### src/rtl/vswap_pkg.sv
package vswap_pkg;
    localparam int NREG   = 9;
    localparam int IDX_W  = 4;
    localparam int ADDR_W = IDX_W + 1;

    localparam int I_STATUS  = 0;
    localparam int I_PEND    = 1;
    localparam int I_ENAB    = 2;
    localparam int I_VEC     = 3;
    localparam int I_SCRATCH = 4;
    localparam int I_EPC     = 5;
    localparam int I_CAUSE   = 6;
    localparam int I_TVAL    = 7;
    localparam int I_ATP     = 8;

    localparam int SEIP_BIT = 9;

    localparam logic [1:0] PRV_HS = 2'd1;
    localparam logic [1:0] PRV_MM = 2'd3;

    typedef enum logic {
        MODE_HOST  = 1'b0,
        MODE_GUEST = 1'b1
    } vmode_e;

    // Fields that trade places on a change of V; unlisted registers trade whole words.
    function automatic logic [63:0] lane_mask(input int unsigned i);
        logic [63:0] m;
        m = '1;
        if (i == I_STATUS) begin
            m = '0;
            m[1] = 1'b1;  m[5] = 1'b1;  m[8] = 1'b1;
            m[13] = 1'b1; m[14] = 1'b1; m[18] = 1'b1;
            m[19] = 1'b1; m[32] = 1'b1; m[33] = 1'b1;
        end else if (i == I_PEND || i == I_ENAB) begin
            m = 64'h333;
        end
        return m;
    endfunction
endpackage

### src/rtl/vswap_access_chk.sv
module vswap_access_chk
    import vswap_pkg::*;
(
    input  logic              en,
    input  logic [ADDR_W-1:0] addr,
    input  logic [1:0]        priv,
    input  logic              v,
    output logic              is_bg,
    output logic [IDX_W-1:0]  idx,
    output logic              ok,
    output logic              bad
);
    logic known;
    logic bg_allowed;

    always_comb begin
        is_bg      = addr[ADDR_W-1];
        idx        = addr[IDX_W-1:0];
        known      = idx < IDX_W'(NREG);
        bg_allowed = !v && (priv == PRV_HS || priv == PRV_MM);
        ok         = known && (!is_bg || bg_allowed);
        bad        = en && !ok;
    end
endmodule

### src/rtl/vswap_reg_pair.sv
module vswap_reg_pair #(
    parameter int               XLEN      = 64,
    parameter logic [XLEN-1:0]  SWAP_MASK = '1
) (
    input  logic            clk,
    input  logic            rst_n,
    input  logic            swap,
    input  logic            wr_fg,
    input  logic            wr_bg,
    input  logic [XLEN-1:0] wdata,
    output logic [XLEN-1:0] fg_q,
    output logic [XLEN-1:0] bg_q
);
    logic [XLEN-1:0] fg_sw, bg_sw, fg_d, bg_d;

    always_comb begin
        fg_sw = fg_q;
        bg_sw = bg_q;
        if (swap) begin
            fg_sw = (fg_q & ~SWAP_MASK) | (bg_q & SWAP_MASK);
            bg_sw = (bg_q & ~SWAP_MASK) | (fg_q & SWAP_MASK);
        end
        // A write lands after the exchange, in the new mapping.
        fg_d = wr_fg ? wdata : fg_sw;
        bg_d = wr_bg ? wdata : bg_sw;
    end

    always_ff @(posedge clk or negedge rst_n) begin
        if (!rst_n) begin
            fg_q <= '0;
            bg_q <= '0;
        end else begin
            fg_q <= fg_d;
            bg_q <= bg_d;
        end
    end
endmodule

### src/rtl/vswap_csr_bank.sv
module vswap_csr_bank
    import vswap_pkg::*;
#(
    parameter int XLEN = 64
) (
    input  logic              clk,
    input  logic              rst_n,
    input  logic              v_set_valid,
    input  logic              v_set_value,
    input  logic [1:0]        priv,
    input  logic              csr_en,
    input  logic              csr_we,
    input  logic [ADDR_W-1:0] csr_addr,
    input  logic [XLEN-1:0]   csr_wdata,
    input  logic              irq_ext_pend,
    output logic [XLEN-1:0]   csr_rdata,
    output logic              csr_illegal,
    output logic              v_cur,
    output logic [XLEN-1:0]   atp_fg,
    output logic [XLEN-1:0]   atp_bg
);
    vmode_e mode_q, mode_d;
    logic   swap_go;

    logic             acc_bg, acc_ok, acc_bad;
    logic [IDX_W-1:0] acc_idx;

    logic [XLEN-1:0] fg_q [NREG];
    logic [XLEN-1:0] bg_q [NREG];

    // Next-state and swap strobe.
    always_comb begin
        mode_d  = mode_q;
        swap_go = 1'b0;
        unique case (mode_q)
            MODE_HOST: begin
                if (v_set_valid && v_set_value) begin
                    mode_d  = MODE_GUEST;
                    swap_go = 1'b1;
                end
            end
            MODE_GUEST: begin
                if (v_set_valid && !v_set_value) begin
                    mode_d  = MODE_HOST;
                    swap_go = 1'b1;
                end
            end
            default: mode_d = MODE_HOST;
        endcase
    end

    always_ff @(posedge clk or negedge rst_n) begin
        if (!rst_n) mode_q <= MODE_HOST;
        else        mode_q <= mode_d;
    end

    vswap_access_chk u_acc (
        .en    (csr_en),
        .addr  (csr_addr),
        .priv  (priv),
        .v     (mode_q == MODE_GUEST),
        .is_bg (acc_bg),
        .idx   (acc_idx),
        .ok    (acc_ok),
        .bad   (acc_bad)
    );

    for (genvar g = 0; g < NREG; g++) begin : g_pair
        localparam logic [XLEN-1:0] MASK = XLEN'(lane_mask(g));
        logic hit;
        assign hit = csr_en && csr_we && acc_ok && (acc_idx == IDX_W'(g));
        vswap_reg_pair #(
            .XLEN      (XLEN),
            .SWAP_MASK (MASK)
        ) u_pair (
            .clk   (clk),
            .rst_n (rst_n),
            .swap  (swap_go),
            .wr_fg (hit && !acc_bg),
            .wr_bg (hit && acc_bg),
            .wdata (csr_wdata),
            .fg_q  (fg_q[g]),
            .bg_q  (bg_q[g])
        );
    end

    // Outputs.
    always_comb begin
        csr_rdata = '0;
        if (csr_en && acc_ok) begin
            csr_rdata = acc_bg ? bg_q[acc_idx] : fg_q[acc_idx];
            if (!acc_bg && acc_idx == IDX_W'(I_PEND))
                csr_rdata[SEIP_BIT] = fg_q[I_PEND][SEIP_BIT] | irq_ext_pend;
        end
        csr_illegal = acc_bad;
        v_cur       = (mode_q == MODE_GUEST);
        atp_fg      = fg_q[I_ATP];
        atp_bg      = bg_q[I_ATP];
    end
endmodule

### config.mk
export PLATFORM = sky130hd
export DESIGN_NAME = vswap_csr_bank
export DESIGN_NICKNAME = d
export VERILOG_FILES = /design/src/rtl/vswap_pkg.sv /design/src/rtl/vswap_access_chk.sv /design/src/rtl/vswap_reg_pair.sv /design/src/rtl/vswap_csr_bank.sv
export SDC_FILE = /design/constraint.sdc
export NUM_CORES = 2
export LEC_CHECK = 0
export BUFFER_PORTS_ARGS = -buffer_cell sky130_fd_sc_hd__clkbuf_2
export CAP_MARGIN = 20
export CORE_MARGIN = 8
export CORE_UTILIZATION = 55
export DETAILED_ROUTE_END_ITERATION = 16
export PLACE_DENSITY = 0.75
export SLEW_MARGIN = 20
export SYNTH_ARGS = -nofsm -noshare
export SYNTH_HDL_FRONTEND = slang
export SYNTH_SLANG_ARGS = --single-unit
### constraint.sdc
create_clock -name clk -period 2.1 [get_ports clk]
set_clock_uncertainty 0.05 [all_clocks]
set_input_delay 0.21 -clock clk [delete_from_list [all_inputs] [get_ports clk]]
set_output_delay 0.21 -clock clk [all_outputs]
set_load 0.02 [all_outputs]
==> implementation parameters <==
Parameter                              Value

Synthesis
  Synthesized area per cell ... 10.25 µm²
  Primary flip-flop cell chosen by synthesis mapping ... sky130_fd_sc_hd__dfrtp_1
  Count of unique library cells instantiated by Yosys ... 62
  Total of warnings raised by yosys ... 0
  Post-synthesis cell area ... 0.06058 mm²
  Ys async rst share ... 1.000
  EDFF count, synth ... 0
  Share of synthesized area occupied by flip-flops and latches ... 0.4762
  Syn Inst Count ... 5913
  Syn_nets ... 5991
  Flip-flop and latch count after synthesis ... 1153

Setup path
  Critical path's slowest cell ... sky130_fd_sc_hd__dfrtp_2
  Crit path depth ... 7
  Cells traversed along the worst timing path ... nand2b_4 -> a22oi_2 -> nand2_2 -> buf_12 -> buf_6 -> a221oi_4 -> clkbuf_8
  Max stage delay on crit path ... 0.49 ns
  Arrival time at the worst endpoint ... 2.56 ns
  Critical Path Start Type ... register
  Endpoint required time on the critical path ... 1.84 ns
  Register-to-register setup slack ... -0.32 ns
  Nature of the critical path endpoint ... output pin
  Family with the most delay on the worst path ... buffers and inverters
  Path depth of the worst reg2reg path ... 9
  Total buffers and inverters traversed by the critical path ... 3
  CP Capture Point ... csr_rdata[48]
  Capturing point of the worst reg2reg path ... g_pair[5].u_pair.bg_q[30]
  Path type of the worst setup path ... register to output pin
  Worst-path maximum fanout ... 9

Placed design
  Number of buffers inserted by port buffering ... 270
  Post-place setup slack ... -0.3659 ns
  RePlAce Congestion ... 0.8953
  HPWL Detailed ... 129.0 mm

Drt
  Wirelength, routed ... 224.2 mm
  Number of remaining DRC errors ... 0
  Initial detailed-routing violation count ... 6676
  Via count ... 52373
  Via count normalized by instance count ... 6.744
  Average routed wire per standard cell ... 28.86 µm
  Iteration count of the initial detailed-routing pass ... 13
  Routed Antenna Nets ... 0

Status
  Violations in the final reports ... setup timing
  Status ... finished with violations

Die
  I/O pin cnt ... 272
  Chip Height ... 347.9 µm
  Initial standard-cell utilization of the core ... 0.5558
  Total Die Area ... 0.1210 mm²
  Horizontal die dimension ... 347.9 µm
  Total number of placement rows ... 121
  Area inside the core boundary ... 0.1090 mm²

Timing
  Unrepaired setup endpoints after global routing ... yes
  Final-report max-slew violation count ... 0
  Achievable frequency ... 354.6 MHz
  Setup violations, final ... 338
  Period Utilization, post-route ... 1.343
  Remaining max-slew budget at the tightest pin ... 0.5560
  Clock period minus final worst setup slack ... 2.820 ns
  Actual transition at the worst max-transition pin ... 0.6659 ns
  Final Hold Violating Endpoints ... 0
  Final critical-path setup slack ... -0.7204 ns
  Worst hold slack across all endpoints ... 0.05086 ns

CTS
  # H-tree levels ... 3
  Skew-Pair Late Insertion Delay ... 0.74 ns
  Clock root buffer ... sky130_fd_sc_hd__clkbuf_16
  TritonCTS clock tree ... yes
  Clock tree sinks ... 1153
  Clock Path Buffers ... 3
  Clock edge transition at the registers on the reported setup and hold paths ... 0.06 ns
  Total clock buffers created by CTS ... 118

Power
  Worst ir drop on vdd ... 0.7112 mV
  Ratio of total power to cell area ... 1011 mW/mm²
  Static leakage ... 35.57 nW

Cells and area
  Area used by sequential logic in the layout ... 0.02885 mm²
  Commonest cells after routing, fill and taps aside ... sky130_fd_sc_hd__dfrtp_1 (1152), sky130_fd_sc_hd__nand2_1 (1100), sky130_fd_sc_hd__mux2i_1 (697)
  Final net count ... 6326
  Final core occ ... 0.7034
  Share of final-layout standard cells stronger than drive strength 1 ... 0.2972
  Commonest non-fill, non-tap cell in the layout ... sky130_fd_sc_hd__dfrtp_1
  Layout overhead on the synthesized area ... 26.55%
  Multi-input combinational cell area ... 0.03063 mm²
  Fill cell instance count of the final layout ... 6978

Global routing
  First-pass GRT wire length ... 322.3 mm
  Total overflow reported by the global router ... 0
  Maximum number of pins on one net before global-route repair ... 91
  GRT Resource Usage Total ... 0.3408
  Number of global-route vias before repair ... 51997
  Antenna violations before repair ... 6

Min path
  Hold/Removal Path Class ... input pin to register

Flow run
  Max-cap violation count ... 0
[registers in the layout, indices dropped and copies added (netlist names), named ones only]
signal              cells
g_pair.u_pair.fg_q    576
g_pair.u_pair.bg_q    576
[cells in the mapped netlist, types with 9 or more instances]
| cell | instances | area, µm² |
|---|---|---|
| sky130_fd_sc_hd__o21ai_0 | 458 | 2292 |
| sky130_fd_sc_hd__a32oi_1 | 35 | 306.5 |
| sky130_fd_sc_hd__mux4_2 | 129 | 2905 |
| sky130_fd_sc_hd__nor2_1 | 352 | 1321 |
| sky130_fd_sc_hd__buf_6 | 22 | 247.7 |
| sky130_fd_sc_hd__mux2_1 | 116 | 1306 |
| sky130_fd_sc_hd__buf_2 | 162 | 810.8 |
| sky130_fd_sc_hd__a21boi_0 | 51 | 382.9 |
| sky130_fd_sc_hd__mux2i_1 | 700 | 7007 |
| sky130_fd_sc_hd__buf_1 | 87 | 326.6 |
| sky130_fd_sc_hd__a211oi_1 | 54 | 405.4 |
| sky130_fd_sc_hd__nand3_1 | 9 | 45.04 |
| sky130_fd_sc_hd__clkbuf_1 | 296 | 1111 |
| sky130_fd_sc_hd__o21ai_1 | 32 | 160.2 |
| sky130_fd_sc_hd__o22ai_1 | 18 | 112.6 |
| sky130_fd_sc_hd__mux2_2 | 247 | 2781 |
| sky130_fd_sc_hd__buf_4 | 165 | 1239 |
| sky130_fd_sc_hd__o31ai_1 | 35 | 262.8 |
| sky130_fd_sc_hd__nand2_1 | 1192 | 4474 |
| sky130_fd_sc_hd__a221oi_2 | 10 | 150.1 |
| sky130_fd_sc_hd__a22oi_1 | 79 | 593.1 |
| sky130_fd_sc_hd__and3_1 | 9 | 56.30 |
| sky130_fd_sc_hd__a21oi_1 | 15 | 75.07 |
| sky130_fd_sc_hd__a2bb2oi_1 | 9 | 78.83 |
| sky130_fd_sc_hd__a221oi_1 | 25 | 219.0 |
| sky130_fd_sc_hd__and2_1 | 38 | 237.7 |
| sky130_fd_sc_hd__dfrtp_1 | 1153 | 28850 |
| sky130_fd_sc_hd__a31oi_1 | 341 | 2133 |
| sky130_fd_sc_hd__o2111ai_1 | 9 | 78.83 |
[cell families after synthesis]
logic type / count (synthesis) / synth area share
buf+inv: 742 / 0.06334
xor+xnor: 1 / 0.0001446
simple gates: 1643 / 0.1075
compound gates: 1182 / 0.1217
flops: 1153 / 0.4762
mux: 1192 / 0.2311
[power by group]
group	internal, mW	switching [mW]	total [mW]
Sequential	29.0	6.37	35.4
Combinational	9.52	9.96	19.5
Clock	13.2	9.43	22.7
[stage by stage]
step	cells	total power, mW	TNS (ns)	cell area (µm²)
3_5_place_dp	7336	52.14	-75.62	66300
5_1_grt	7760	80.47	-85.06	76650
6_report	7766	77.51	-80.23	76670
4_1_cts	7698	75.35	-71.33	74080
3_3_place_gp	7336	50.99	-54.80	66300
2_1_floorplan	5913	45.91	-1.648	61020
[tightest hold or removal path, cell delays in order]
cell	delay [ns]
sky130_fd_sc_hd__clkbuf_2	0.14
sky130_fd_sc_hd__inv_1	0.10
sky130_fd_sc_hd__nor3_4	0.05
sky130_fd_sc_hd__buf_12	0.15
sky130_fd_sc_hd__nand2_1	0.06
sky130_fd_sc_hd__o21ai_0	0.07
[metal layers]
layer / wire length [µm] / track usage
met4: 16930 / 0.1909
met2: 97410 / 0.5155
met5: 30 / 0
met1: 80250 / 0.4391
met3: 29550 / 0.1005
[cell type report]
type,count,share of cell area
antenna,6,0.0001958
clock buffer,169,0.04604
clock inverter,49,0.008029
inverter,6,0.0003101
multi-input combinational,4019,0.3996
sequential,1153,0.3763
tap,1414,0.02308
timing repair buffer,950,0.1465
[timing repair]
item	4_1_cts	5_1_grt
pin swaps	18	59
hold endpoints to repair	1983	0
endpoints found under the setup margin	462	478
setup buffers	45	44
hold buffers	69	0
cloned	33	40
resized for setup	368	494
[worst min path at each step]
stage	from	end	slack (ns)	cells past startpoint
after floorplan	rst_n	async pin	-0.14	0
after global placement	rst_n	g_pair[5].u_pair.fg_q[0]	0.05	1
after detailed placement	rst_n	g_pair[7].u_pair.fg_q[0]	0.05	1
after CTS	csr_we	g_pair[8].u_pair.fg_q[12]	0.03	6
after global routing	csr_we	g_pair[8].u_pair.fg_q[12]	0.08	6
final	csr_we	g_pair[8].u_pair.fg_q[12]	0.05	6
Note: power is estimated with default switching activity, not from simulation.
